### config.mk
export PLATFORM = sky130hd
export DESIGN_NAME = yuv_proc_amp
export DESIGN_NICKNAME = d
export VERILOG_FILES = /design/src/rtl/yuv_pa_pkg.sv /design/src/rtl/yuv_pa_regs.sv /design/src/rtl/yuv_pa_gain.sv /design/src/rtl/yuv_pa_sat.sv /design/src/rtl/yuv_proc_amp.sv
export SDC_FILE = /design/constraint.sdc
export NUM_CORES = 1
export LEC_CHECK = 0
export BUFFER_PORTS_ARGS = -buffer_cell sky130_fd_sc_hd__buf_2
export CAP_MARGIN = 20
export CORE_ASPECT_RATIO = 1.4
export CORE_MARGIN = 4
export CORE_UTILIZATION = 40
export DETAILED_ROUTE_END_ITERATION = 7
export HOLD_SLACK_MARGIN = 0.02
export PLACE_DENSITY = 0.55
export SYNTH_ARGS = -nofsm -noshare
export SYNTH_HDL_FRONTEND = slang
export SYNTH_SLANG_ARGS = --single-unit
### constraint.sdc
create_clock -name clk -period 10.9 [get_ports clk]
set_clock_uncertainty 0.1 [all_clocks]
set_input_delay 2.18 -clock clk [delete_from_list [all_inputs] [get_ports clk]]
set_output_delay 2.18 -clock clk [all_outputs]
set_load 0.01 [all_outputs]
### src/rtl/yuv_pa_pkg.sv
package yuv_pa_pkg;

  localparam int CODE_W = 8;

  localparam logic [CODE_W-1:0] ADDR_BRIGHT  = 8'h0A;
  localparam logic [CODE_W-1:0] ADDR_CB_OFF  = 8'hE1;
  localparam logic [CODE_W-1:0] ADDR_CR_OFF  = 8'hE2;
  localparam logic [CODE_W-1:0] ADDR_CR_GAIN = 8'hE4;

  localparam logic [CODE_W-1:0] RST_GAIN   = 8'h80;
  localparam logic [CODE_W-1:0] RST_OFF    = 8'h80;
  localparam logic [CODE_W-1:0] RST_BRIGHT = 8'h00;

  localparam int NCH  = 3;
  localparam int CH_Y  = 0;
  localparam int CH_CB = 1;
  localparam int CH_CR = 2;

  typedef struct packed {
    logic [CODE_W-1:0] cr_gain;
    logic [CODE_W-1:0] cb_off;
    logic [CODE_W-1:0] cr_off;
    logic [CODE_W-1:0] bright;
  } pa_cfg_t;

endpackage

### src/rtl/yuv_pa_regs.sv
module yuv_pa_regs
  import yuv_pa_pkg::*;
#(
  parameter int ADDR_W = 8
) (
  input  logic              clk,
  input  logic              rst_n,
  input  logic              we,
  input  logic [ADDR_W-1:0] addr,
  input  logic [CODE_W-1:0] wdata,
  output pa_cfg_t           cfg
);

  always_ff @(posedge clk) begin
    if (!rst_n) begin
      cfg.cr_gain <= RST_GAIN;
      cfg.cb_off  <= RST_OFF;
      cfg.cr_off  <= RST_OFF;
      cfg.bright  <= RST_BRIGHT;
    end else if (we) begin
      if (addr == ADDR_W'(ADDR_CR_GAIN)) cfg.cr_gain <= wdata;
      if (addr == ADDR_W'(ADDR_CB_OFF))  cfg.cb_off  <= wdata;
      if (addr == ADDR_W'(ADDR_CR_OFF))  cfg.cr_off  <= wdata;
      if (addr == ADDR_W'(ADDR_BRIGHT))  cfg.bright  <= wdata;
    end
  end

endmodule

### src/rtl/yuv_pa_gain.sv
module yuv_pa_gain #(
  parameter int DATA_W = 8,
  parameter int CODE_W = 8,
  parameter int IW     = DATA_W + 3
) (
  input  logic [DATA_W-1:0]    px,
  input  logic [CODE_W-1:0]    gain,
  output logic signed [IW-1:0] res
);

  localparam int PW    = DATA_W + CODE_W + 2;
  localparam int SHIFT = CODE_W - 1;
  localparam logic signed [PW-1:0] MID_W  = PW'(1 << (DATA_W - 1));
  localparam logic signed [PW-1:0] BIAS_W = PW'((1 << SHIFT) - 1);

  logic signed [PW-1:0] diff, prod, quo, sum;

  always_comb begin
    diff = $signed({{(PW-DATA_W){1'b0}}, px}) - MID_W;
    prod = diff * $signed({{(PW-CODE_W){1'b0}}, gain});
    // negative products get a bias so the shift truncates toward zero
    quo  = (prod + (prod[PW-1] ? BIAS_W : '0)) >>> SHIFT;
    sum  = quo + MID_W;
    res  = sum[IW-1:0];
  end

endmodule

### src/rtl/yuv_pa_sat.sv
module yuv_pa_sat #(
  parameter int DATA_W = 8,
  parameter int IW     = DATA_W + 3
) (
  input  logic signed [IW-1:0] v,
  output logic [DATA_W-1:0]    o
);

  localparam logic signed [IW-1:0] TOP = IW'((1 << DATA_W) - 1);

  always_comb begin
    if (v[IW-1])      o = '0;
    else if (v > TOP) o = '1;
    else              o = v[DATA_W-1:0];
  end

endmodule

### src/rtl/yuv_proc_amp.sv
module yuv_proc_amp
  import yuv_pa_pkg::*;
#(
  parameter int DATA_W = 8,
  parameter int ADDR_W = 8
) (
  input  logic              clk,
  input  logic              rst_n,
  input  logic              cfg_we,
  input  logic [ADDR_W-1:0] cfg_addr,
  input  logic [7:0]        cfg_wdata,
  input  logic              s_valid,
  output logic              s_ready,
  input  logic [DATA_W-1:0] s_y,
  input  logic [DATA_W-1:0] s_cb,
  input  logic [DATA_W-1:0] s_cr,
  output logic              m_valid,
  input  logic              m_ready,
  output logic [DATA_W-1:0] m_y,
  output logic [DATA_W-1:0] m_cb,
  output logic [DATA_W-1:0] m_cr
);

  localparam int IW = DATA_W + 3;

  pa_cfg_t cfg_q;

  yuv_pa_regs #(.ADDR_W(ADDR_W)) u_regs (
    .clk   (clk),
    .rst_n (rst_n),
    .we    (cfg_we),
    .addr  (cfg_addr),
    .wdata (cfg_wdata),
    .cfg   (cfg_q)
  );

  // both stages move together whenever the output slot is free or draining
  logic adv;
  assign adv     = !m_valid || m_ready;
  assign s_ready = adv;

  logic [DATA_W-1:0]    px_in  [NCH];
  logic signed [IW-1:0] ch_off [NCH];
  logic signed [IW-1:0] ch_base[NCH];
  logic signed [IW-1:0] ch_pre [NCH];

  assign px_in[CH_Y]  = s_y;
  assign px_in[CH_CB] = s_cb;
  assign px_in[CH_CR] = s_cr;

  // brightness is two's complement; chroma offsets are centred on 128
  assign ch_off[CH_Y]  = {{(IW-CODE_W){cfg_q.bright[CODE_W-1]}}, cfg_q.bright};
  assign ch_off[CH_CB] = {{(IW-CODE_W){~cfg_q.cb_off[CODE_W-1]}},
                          ~cfg_q.cb_off[CODE_W-1], cfg_q.cb_off[CODE_W-2:0]};
  assign ch_off[CH_CR] = {{(IW-CODE_W){~cfg_q.cr_off[CODE_W-1]}},
                          ~cfg_q.cr_off[CODE_W-1], cfg_q.cr_off[CODE_W-2:0]};

  for (genvar ch = 0; ch < NCH; ch++) begin : g_chan
    if (ch == CH_CR) begin : g_scaled
      yuv_pa_gain #(.DATA_W(DATA_W), .CODE_W(CODE_W), .IW(IW)) u_gain (
        .px   (px_in[ch]),
        .gain (cfg_q.cr_gain),
        .res  (ch_base[ch])
      );
    end else begin : g_plain
      assign ch_base[ch] = $signed({{(IW-DATA_W){1'b0}}, px_in[ch]});
    end
    assign ch_pre[ch] = ch_base[ch] + ch_off[ch];
  end

  // stage 1: unclamped sums
  logic                 st1_valid;
  logic signed [IW-1:0] st1_val [NCH];

  always_ff @(posedge clk) begin
    if (!rst_n) begin
      st1_valid <= 1'b0;
      for (int i = 0; i < NCH; i++) st1_val[i] <= '0;
    end else if (adv) begin
      st1_valid <= s_valid;
      if (s_valid) begin
        for (int i = 0; i < NCH; i++) st1_val[i] <= ch_pre[i];
      end
    end
  end

  // stage 2: clamp and register output
  logic [DATA_W-1:0] sat_val [NCH];
  logic [DATA_W-1:0] out_q   [NCH];

  for (genvar ch = 0; ch < NCH; ch++) begin : g_sat
    yuv_pa_sat #(.DATA_W(DATA_W), .IW(IW)) u_sat (
      .v (st1_val[ch]),
      .o (sat_val[ch])
    );
  end

  always_ff @(posedge clk) begin
    if (!rst_n) begin
      m_valid <= 1'b0;
      for (int i = 0; i < NCH; i++) out_q[i] <= '0;
    end else if (adv) begin
      m_valid <= st1_valid;
      if (st1_valid) begin
        for (int i = 0; i < NCH; i++) out_q[i] <= sat_val[i];
      end
    end
  end

  assign m_y  = out_q[CH_Y];
  assign m_cb = out_q[CH_CB];
  assign m_cr = out_q[CH_CR];

endmodule

==> results of run 1 <==
logic make-up after synthesis:
| family | after synthesis | synth area share, % |
|---|---|---|
| flops | 89 | 30.7 |
| simple gates | 272 | 18.9 |
| mux | 30 | 3.96 |
| xor+xnor | 32 | 3.97 |
| compound gates | 90 | 7.57 |
| fa+ha+maj | 132 | 27.6 |
| buf+inv | 147 | 7.29 |
power groups by stage:
stage / combinational [W] / sequential, W / clock [W]
after floorplan: 0.0000609 / 0.000389 / 0
after global placement: 0.0000985 / 0.000386 / 0
after detailed placement: 0.0000991 / 0.000386 / 0
after CTS: 0.0000998 / 0.000379 / 0.000307
after global routing: 0.000113 / 0.000380 / 0.000321
final: 0.0000985 / 0.000379 / 0.000299
routing by layer:
metal | routed length [µm] | part of all wire [%] | vias up
met5 | 0 | 0 | -
met1 | 6320 | 42 | 2499
met2 | 8300 | 55 | 79
met3 | 376 | 2.5 | 12
met4 | 210 | 1.4 | 0
li1 | - | - | 2729
sequential cells by signal, indices dropped and copies added, names as in the netlist:
register / count
out_q: 24
st1_val: 31
st1_valid: 1
u_regs.cfg: 32
m_valid: 1
how the worst max path moves through the flow:
stage | slack (ps) | start | to | depth (start not counted)
2_1_floorplan | 750 | s_cr[7] | st1_val[0][32] | 36
3_3_place_gp | 230 | s_cr[7] | st1_val[0][32] | 36
3_5_place_dp | 100 | s_cr[7] | st1_val[0][32] | 36
4_1_cts | 460 | s_cr[7] | st1_val[0][32] | 36
5_1_grt | -10 | s_cr[7] | st1_val[0][32] | 36
6_report | 680 | s_cr[7] | st1_val[0][32] | 36
through the flow:
stage               hold slack, ps  util [%]  total power [W]  instances  TNS (ps)
floorplan                      370         -         0.000450        792         0
global placement               392      44.1         0.000484       1092         0
detailed placement             396      44.1         0.000485       1092         0
CTS                            406      45.7         0.000786       1108         0
global route                   443      45.9         0.000814       1110     -14.2
finish                         402      45.9         0.000776       1110         0
layout by cell type (no fill, tap or decap), types with 5 or more instances in the layout:
cell	synthesis	final
sky130_fd_sc_hd__inv_1	128	128
sky130_fd_sc_hd__nor2_1	79	78
sky130_fd_sc_hd__ha_1	73	73
sky130_fd_sc_hd__buf_2	1	70
sky130_fd_sc_hd__fa_1	59	59
sky130_fd_sc_hd__edfxtp_1	55	55
sky130_fd_sc_hd__nor2b_1	46	46
sky130_fd_sc_hd__nand2_1	40	40
sky130_fd_sc_hd__and2_1	38	38
sky130_fd_sc_hd__dfxtp_1	34	34
sky130_fd_sc_hd__mux2i_1	30	30
sky130_fd_sc_hd__a21oi_1	28	28
sky130_fd_sc_hd__xnor2_1	23	23
sky130_fd_sc_hd__o21ai_0	17	17
sky130_fd_sc_hd__nor3_1	17	17
sky130_fd_sc_hd__a21o_1	12	12
sky130_fd_sc_hd__clkbuf_16	0	9
sky130_fd_sc_hd__nand3_1	8	8
sky130_fd_sc_hd__xor2_1	7	7
sky130_fd_sc_hd__buf_4	0	7
sky130_fd_sc_hd__o21a_1	6	6
sky130_fd_sc_hd__o21bai_1	6	6
sky130_fd_sc_hd__or2_2	6	6
sky130_fd_sc_hd__nand2b_1	5	5
cell type report:
| class | count | area share, % |
|---|---|---|
| inverter | 128 | 5.63 |
| timing repair buffer | 77 | 4.72 |
| clock buffer | 10 | 2.68 |
| clock inverter | 6 | 0.704 |
| sequential | 89 | 27.3 |
| multi-input combinational | 556 | 55.4 |
| tap | 244 | 3.58 |
critical path, delay by kind of cell:
kind	cells	cell delay, ps
buffers and inverters	6	500
adder cells (fa/ha/maj)	8	3310
XOR/XNOR	2	570
AO/OA/AOI/OAI	8	1630
AND/OR/NAND/NOR	12	1990
repair_timing:
item	in CTS	in global routing
endpoints found under the setup margin	0	1
resized for setup	0	3
buffers inserted	0	2
==> impl.org, run 1 <==
** Yosys
- After synthesis, the mean cell area works out to 9.58 µm².
- Count of flip-flops with a built-in enable after synthesis :: 55
- Counting every net in the synthesized netlist gives 969.
- Most instantiated library cell after synthesis :: sky130_fd_sc_hd__inv_1
- The Yosys step of the flow raised 0 warnings.
- In this run, synthesis produced a sequential element count of 89.
- The share of the Yosys chip area taken by registers is 30.7%.
- Of all flip-flops after synthesis, the portion carrying an async set or reset was 0%.
- Main area contributors after synthesis :: sky130_fd_sc_hd__edfxtp_1 (22%), sky130_fd_sc_hd__fa_1 (16%), sky130_fd_sc_hd__ha_1 (12%)
- The synthesized design spends more area on one cell type than any other, namely sky130_fd_sc_hd__edfxtp_1.
- The synthesized netlist occupies a cell area of 7590 µm².
- Most instantiated flip-flop cell in the synthesis netlist :: sky130_fd_sc_hd__edfxtp_1
- Most numerous cell types in the synthesized netlist :: sky130_fd_sc_hd__inv_1 (128), sky130_fd_sc_hd__nor2_1 (79), sky130_fd_sc_hd__ha_1 (73)
- Synthesized instance count :: 792
- After synthesis, the largest area contributor takes up 21.8% of total cell area.
- Counting distinct cell types in the post-synthesis netlist gives 51.

** STA
- The count of endpoints failing hold in the final timing report was 0.
- Setup violations remaining at the end of the flow were counted as 0.
- For this run, the top clock speed supported by timing is 97.8 MHz.
- Post-layout min period :: 10220 ps
- After layout, the worst path uses 93.8% of the clock period.
- The worst path meets setup with 676 ps of slack.
- Headroom to the max-slew limit came out at 32.6%.
- Worst slew pin tran :: 1010 ps
- Slew Viols, Final :: 0

** Hold path
- Counting instances, the worst hold path has a depth of 2.
- Worst hold path endpoint :: st1_valid
- The tightest min-delay check is of the flip-flop to flip-flop type.
- Origin of the worst min-delay path :: st1_valid

** Global routing
- Largest net degree at the start of global routing :: 39
- Global routing used 15.0% of the available tracks.
- Overflow left after global routing :: 0
- Vias in the first global route :: 5415
- Grt met2 use :: 29.5%
- Global routing used 17.2% of the available met1 tracks.
- The global routing stage identified its most utilized layer as met2.
- In the global route stage, met3 resource usage came out at 1.91%.
- The initial antenna violation count is 0.
- The first global-routing pass estimated 26300 µm of wire.

** Critical path
- Critical Path Source Type :: input pin
- Largest stage delay on the critical path :: 550 ps
- The worst setup path is of the input pin to flip-flop kind.
- Required @ worst endpoint :: 10880 ps
- The worst register-to-register path has a depth of 31.
- Type of destination of the critical path :: flip-flop
- Startpoint of the worst-slack reg-to-reg timing path :: u_regs.cfg[25]
- In this run the critical register-to-register path is captured at st1_val[0][32].
- WP data arrival :: 10200 ps
- By instance count, the cell type seen most on the critical path is sky130_fd_sc_hd__inv_1.
- Crit path max-delay cell type :: sky130_fd_sc_hd__fa_1
- For flop-to-flop paths, the worst setup slack is 2260 ps.
- Of all nets on the critical path, the largest fanout is 8.

** Finish
- Proportion of layout cells with a drive suffix above 1 :: 12.2%
- Number of antenna diodes :: 0
- Total of fill cells in the finished design :: 1858
- Total area of multi-input combinational cells :: 4720 µm²
- Final instance area :: 8530 µm²
- Compared with the post-synthesis result, the final layout area differs by 12.4%.
- Across the whole layout, storage elements account for 2330 µm².
- Layout Nets :: 1038

** Drt
- In the routed layout, each cell is associated on average with a via count of 4.79.
- In this run the remaining antenna-violating nets after routing total 0.
- Summed over all layers, the routed wires come to 15200 µm.
- In the routed design, unresolved DRC markers number 0.
- The routed layout has 5319 vias.
- TritonRoute pass-1 iters :: 4
- After detailed routing, the average wire length per cell comes to 13.7 µm.
- The first routing iteration left 170 violations.

** Floorplanning
- Core area :: 18600 µm²
- The initial utilization of the core area, before any placement, comes to 40.8%.
- From left edge to right edge, the die measures 124 µm.
- Total die area :: 21300 µm²
- Boundary pin count :: 71
- Overall die height :: 171 µm
- The floorplan has 59 rows.

** Pwr
- Combinational share of power :: 12.7%
- Dividing total power by cell area gives a power density of 91.0 nW/µm².
- Internal power comes to 0.000591 W.
- Across the VDD grid, the largest voltage drop is 0.0532 mV.
- For this design the static power due to leakage is 3.95 nW.
- Net switching power figure :: 0.000185 W
- Net switching is 23.8% of the power.
- Sequential cells account for 48.8% of the total power.
- The clock network is responsible for 38.5% of the overall power.

** Job
- Max capacitance violation total :: 0

** Placement
- Port buffering added 70 buffers.
- Routability-driven placement finished with a final weighted congestion of 0.795.
- After detailed placement, the total cell area comes to 8210 µm².
- Setup WS pre-CTS :: 102 ps
- Summed over all nets, the half-perimeter wirelength after detailed placement is 12800 µm.

** Clocking
- TritonCTS clock tree :: done
- For this design, the sink count on the clock tree is 89.
- After clock tree synthesis, the flow added hold-fix buffers numbering 0.
- Clock-pin slew reported for the worst setup and hold paths after clock tree synthesis :: 60 ps
- Clock latency of the later-clocked register in the worst-skew pair :: 330 ps
- Number of buffers between clock root and the deepest sink :: 2
- Buffers inserted during clock tree synthesis total 9.
- CTS placed an instance of sky130_fd_sc_hd__clkbuf_16 at the clock tree root.
- The H-tree generated during clock tree synthesis spans 3 levels.

** Outcome
- Status :: completed
No activity file was read; power rests on OpenSTA's default activity.
==> inputs of run 2 (changes only) <==
--- a/config.mk
+++ b/config.mk
@@ -12,7 +12,8 @@
 export CORE_UTILIZATION = 40
 export DETAILED_ROUTE_END_ITERATION = 7
 export HOLD_SLACK_MARGIN = 0.02
-export PLACE_DENSITY = 0.55
+export PLACE_DENSITY = 0.54
 export SYNTH_ARGS = -nofsm -noshare
 export SYNTH_HDL_FRONTEND = slang
+export SYNTH_HIERARCHICAL = 1
 export SYNTH_SLANG_ARGS = --single-unit
==> impl.org, run 2 <==
** Floorplanning
- Overall die height :: 176 µm (+2.7%)
- The overall die area is 22400 µm² (+5.3%).
- Cell row count :: 61 (+3.4%)
- Initial cell density of the core :: 40.6% (-0.23 points)
- The I/O pin count came to 71 (unchanged).
- Core area :: 19800 µm² (+6.3%)
- The x dimension of the die was 128 µm (+2.6%).

** Yosys
- The proportion of synthesized area in mux cells was 4.37% (+0.41 points).
- The number of register bits inferred by synthesis was 89 (unchanged).
- The most common cell in the synthesized netlist is sky130_fd_sc_hd__inv_1.
- The fraction of the yosys area taken by sequential cells is 29.1% (-1.6 points).
- Proportion of netlist area held by the largest area contributor :: 20.6% (-1.2 points)
- Distinct cell type count after synthesis :: 74 (+45%)
- Synthesized area divided by synthesized cell count :: 9.72 µm² (+1.4%)
- Async set or reset register ratio after synthesis :: 0% (unchanged)
- After synthesis, the largest family of logic cells by area is adder cells.
- Syn_nets :: 993 (+2.5%)
- The compound-cell area share of the yosys netlist came to 9.80% (+2.2 points).
- In the synthesized netlist, the cells that appear most often are sky130_fd_sc_hd__inv_1 (110), sky130_fd_sc_hd__nand2_1 (77), sky130_fd_sc_hd__and2_1 (64), sky130_fd_sc_hd__ha_1 (64).
- The number of synthesized flops with an enable pin is 55 (unchanged).
- Area share of fa/ha/maj cells after synthesis :: 24.7% (-2.9 points)
- The post-synthesis cell count came to 825 (+4.2%).
- Area fraction in and, or, nand and nor cells after synthesis :: 20.9% (+2.0 points)
- Total standard cell area after synthesis :: 8020 µm² (+5.7%)
- Area share of xor/xnor cells in the synthesized design :: 4.04% (+0.068 points)
- The warning count from the yosys run was 6 (+6).
- Main area contributors after synthesis :: sky130_fd_sc_hd__edfxtp_1 (21%), sky130_fd_sc_hd__fa_1 (15%), sky130_fd_sc_hd__ha_1 (10%)
- In the synthesized netlist the dominant register cell turns out to be sky130_fd_sc_hd__edfxtp_1.
- Library cell occupying the most area in the post-synthesis netlist :: sky130_fd_sc_hd__edfxtp_1

** Critical path
- Worst setup path class :: input pin to flip-flop
- The maximum net fanout on the critical path was 8 (unchanged).
- The data required time at the worst endpoint was 10880 ps (about the same).
- Critical register-to-register path endpoint :: st1_val[0][32]
- Most common cell type on the critical path :: sky130_fd_sc_hd__inv_1
- The worst-case register-to-register setup slack came to 3330 ps (+1070 ps).
- Startpoint of the worst-slack reg-to-reg timing path :: u_regs/cfg[24]
- The number of cells traversed by the worst register-to-register path came to 28 (-9.7%).
- The biggest cell delay along the critical path is 690 ps (+140 ps).
- Worst Path Buf+Inv :: 6 (unchanged)
- WP data arrival :: 9110 ps (-1090 ps)
- The worst setup path is launched from an input pin.
- The cell family contributing the most delay on the critical path is adder cells.
- The largest individual stage delay along the critical path comes from the cell sky130_fd_sc_hd__a2111oi_0.
- STA classifies the critical path endpoint as a flip-flop.

** Job
- Max capacitance violation total :: 0 (unchanged)

** Drt
- TritonRoute pass-1 iters :: 4 (unchanged)
- The detail-routed via count per cell is 4.88 (+1.8%).
- Routed WL :: 15600 µm (+2.7%)
- The count of antenna-violating nets left after detailed routing was 0 (unchanged).
- The via total after detailed routing is 5580 (+4.9%).
- The average wire per standard cell was 13.6 µm (-0.38%).
- DRC Markers :: 0 (unchanged)
- Initial detailed-routing violation count :: 169 (-0.59%)

** Clocking
- Number of buffers between clock root and the deepest sink :: 2 (unchanged)
- Clock-pin slew reported for the worst setup and hold paths after clock tree synthesis :: 70 ps (about the same)
- The cell sitting at the root of the clock tree is a sky130_fd_sc_hd__clkbuf_16.
- Sinks on the clock net :: 89 (unchanged)
- The number of H-tree levels is 3 (unchanged).
- The post-CTS setup buffer count is 0 (unchanged).
- The hold buffer count at CTS came to 0 (unchanged).
- The number of CTS-inserted buffers was 9 (unchanged).
- The number of instances resized during post-cts repair was 0 (unchanged).
- TritonCTS clock tree :: done
- Clock latency of the later-clocked register in the worst-skew pair :: 340 ps (about the same)

** Global routing
- The first-pass GRT wire length was 26600 µm (+1.3%).
- The fraction of met3 tracks used by global routing came to 1.86% (-0.049 points).
- The initial antenna violation count was 0 (unchanged).
- Grt peak-use layer :: met2
- Largest net degree at the start of global routing :: 49 (+26%)
- Overflow left after global routing :: 0 (unchanged)
- Gr usage total :: 14.5% (-0.50 points)
- The number of global-route vias before repair is 5628 (+3.9%).
- Met1 Usage GRT :: 17.0% (-0.18 points)
- The met2 usage in global routing was 27.1% (-2.4 points).

** Placement
- The sum of net half-perimeters after detailed placement came to 13100 µm (+2.4%).
- The number of port buffers came to 70 (unchanged).
- Final GP Congestion :: 0.783 (-1.5%)

** Hold path
- The worst hold path belongs to the class flip-flop to flip-flop.
- The path with the worst hold slack has its endpoint at u_regs/cfg[21].
- The instance count along the most critical hold path is 2 (unchanged).
- Origin of the worst min-delay path :: u_regs/cfg[21]

** Outcome
- The flow ran to the end, and the final reports show no timing, DRC or antenna violations.

** STA
- The slew of the pin with the lowest slew margin came to 968 ps (-39.3 ps).
- Summed negative setup slack over all endpoints :: 0 ps (unchanged)
- The count of endpoints failing hold in the final timing report came to 0 (unchanged).
- Headroom to the max-slew limit :: 35.3% (+2.7 points)
- Timing-limited maximum frequency :: 110 MHz (+12%)
- The number of max-slew violations in the final report is 0 (unchanged).
- Tcrit/Tclk final :: 83.7% (-10 points)
- Setup violations, final :: 0 (unchanged)
- Post-layout min period :: 9130 ps (-1100 ps)
- Unrepaired setup endpoints after global routing :: no

** Finish
- Share of the core filled with cells :: 44.8% (-1.0 points)
- Biggest register :: u_regs/cfg
- Largest registers :: u_regs/cfg: 32 flops, st1_val: 31 flops, out_q: 24 flops
- The total inserted antenna cells is 0 (unchanged).
- The count of nets after finishing came to 1055 (+1.6%).
- The area growth from synthesis to layout is 10.6%.
- The number of flip-flops under the largest register name was 32 (unchanged).
- Commonest non-fill, non-tap cells in the layout :: sky130_fd_sc_hd__inv_1 (110), sky130_fd_sc_hd__nand2_1 (77), sky130_fd_sc_hd__buf_2 (70)
- The number of filler cells placed in the layout came to 1973 (+6.2%).
- The proportion of layout cells with a drive suffix above 1 came to 16.0% (+3.8 points).
- Most common library cell in the layout ignoring fill and taps :: sky130_fd_sc_hd__inv_1

** Pwr
- Final Power :: 0.000814 W (+4.8%)
- VDD IR-drop max :: 0.0588 mV (+10%)
- The total power per unit cell area was 91.8 nW/µm² (+0.92%).
- Static leakage :: 4.02 nW (+1.8%)
## run 2: logic make-up (layout without fill, tap and decap cells)
logic type	Yosys count	count (layout)
AND/OR/NAND/NOR	299	299
buffers and inverters	133	200
adder cells (fa/ha/maj)	123	123
AO/OA/AOI/OAI	109	109
flip-flops	89	89
XOR/XNOR	37	37
multiplexers	35	35
## run 2: area by class of cell
cell class / count / area, µm² / area share, %
clock buffers: 11 / 254 / 2.87
clock inverters: 5 / 57.6 / 0.649
inverters: 111 / 417 / 4.70
multi-input cells: 603 / 5120 / 57.7
flip-flops and latches: 89 / 2330 / 26.3
well taps: 252 / 315 / 3.56
repair buffers: 73 / 373 / 4.21
## run 2: worst max path at each step
stage / from / to / slack (ps) / depth (start not counted)
after CTS: s_cr[7] / st1_val[0][32] / 1750 / 29
after floorplan: s_cr[7] / st1_val[0][32] / 2160 / 27
after detailed placement: s_cr[7] / st1_val[0][32] / 1440 / 29
final: s_cr[7] / st1_val[0][32] / 1770 / 29
after global routing: s_cr[7] / st1_val[0][32] / 1370 / 29
after global placement: s_cr[7] / st1_val[0][32] / 1550 / 29
## run 2: worst reg2reg max path: cells and delay by family (launching register included)
family / cells / cell delay [ps]
flops: 1 / 420
compound gates: 5 / 1410
mux: 1 / 130
buf+inv: 5 / 390
simple gates: 5 / 1060
xor+xnor: 5 / 870
fa+ha+maj: 7 / 2960
## run 2: power by group
part	switching [W]	internal, W	total (W)
clock	0.000129	0.000193	0.000322
combinational	0.0000614	0.0000452	0.000107
sequential	0.0000103	0.000375	0.000385
total	0.000201	0.000613	0.000814
## run 2: routing by layer
metal,up-vias,share of wire [%]
met3,14,2.9
met5,-,0
li1,2888,-
met1,2611,40
met4,0,2.0
met2,67,55
## run 2: metrics by stage
stage | setup slack (ps) | instance area [µm²] | std cells | hold WS, ps
final | 1770 | 8860 | 1144 | 365
after global routing | 1370 | 8860 | 1144 | 380
after CTS | 1750 | 8860 | 1144 | 366
after detailed placement | 1440 | 8550 | 1128 | 354
after global placement | 1550 | 8550 | 1128 | 351
after floorplan | 2160 | 8020 | 825 | 338
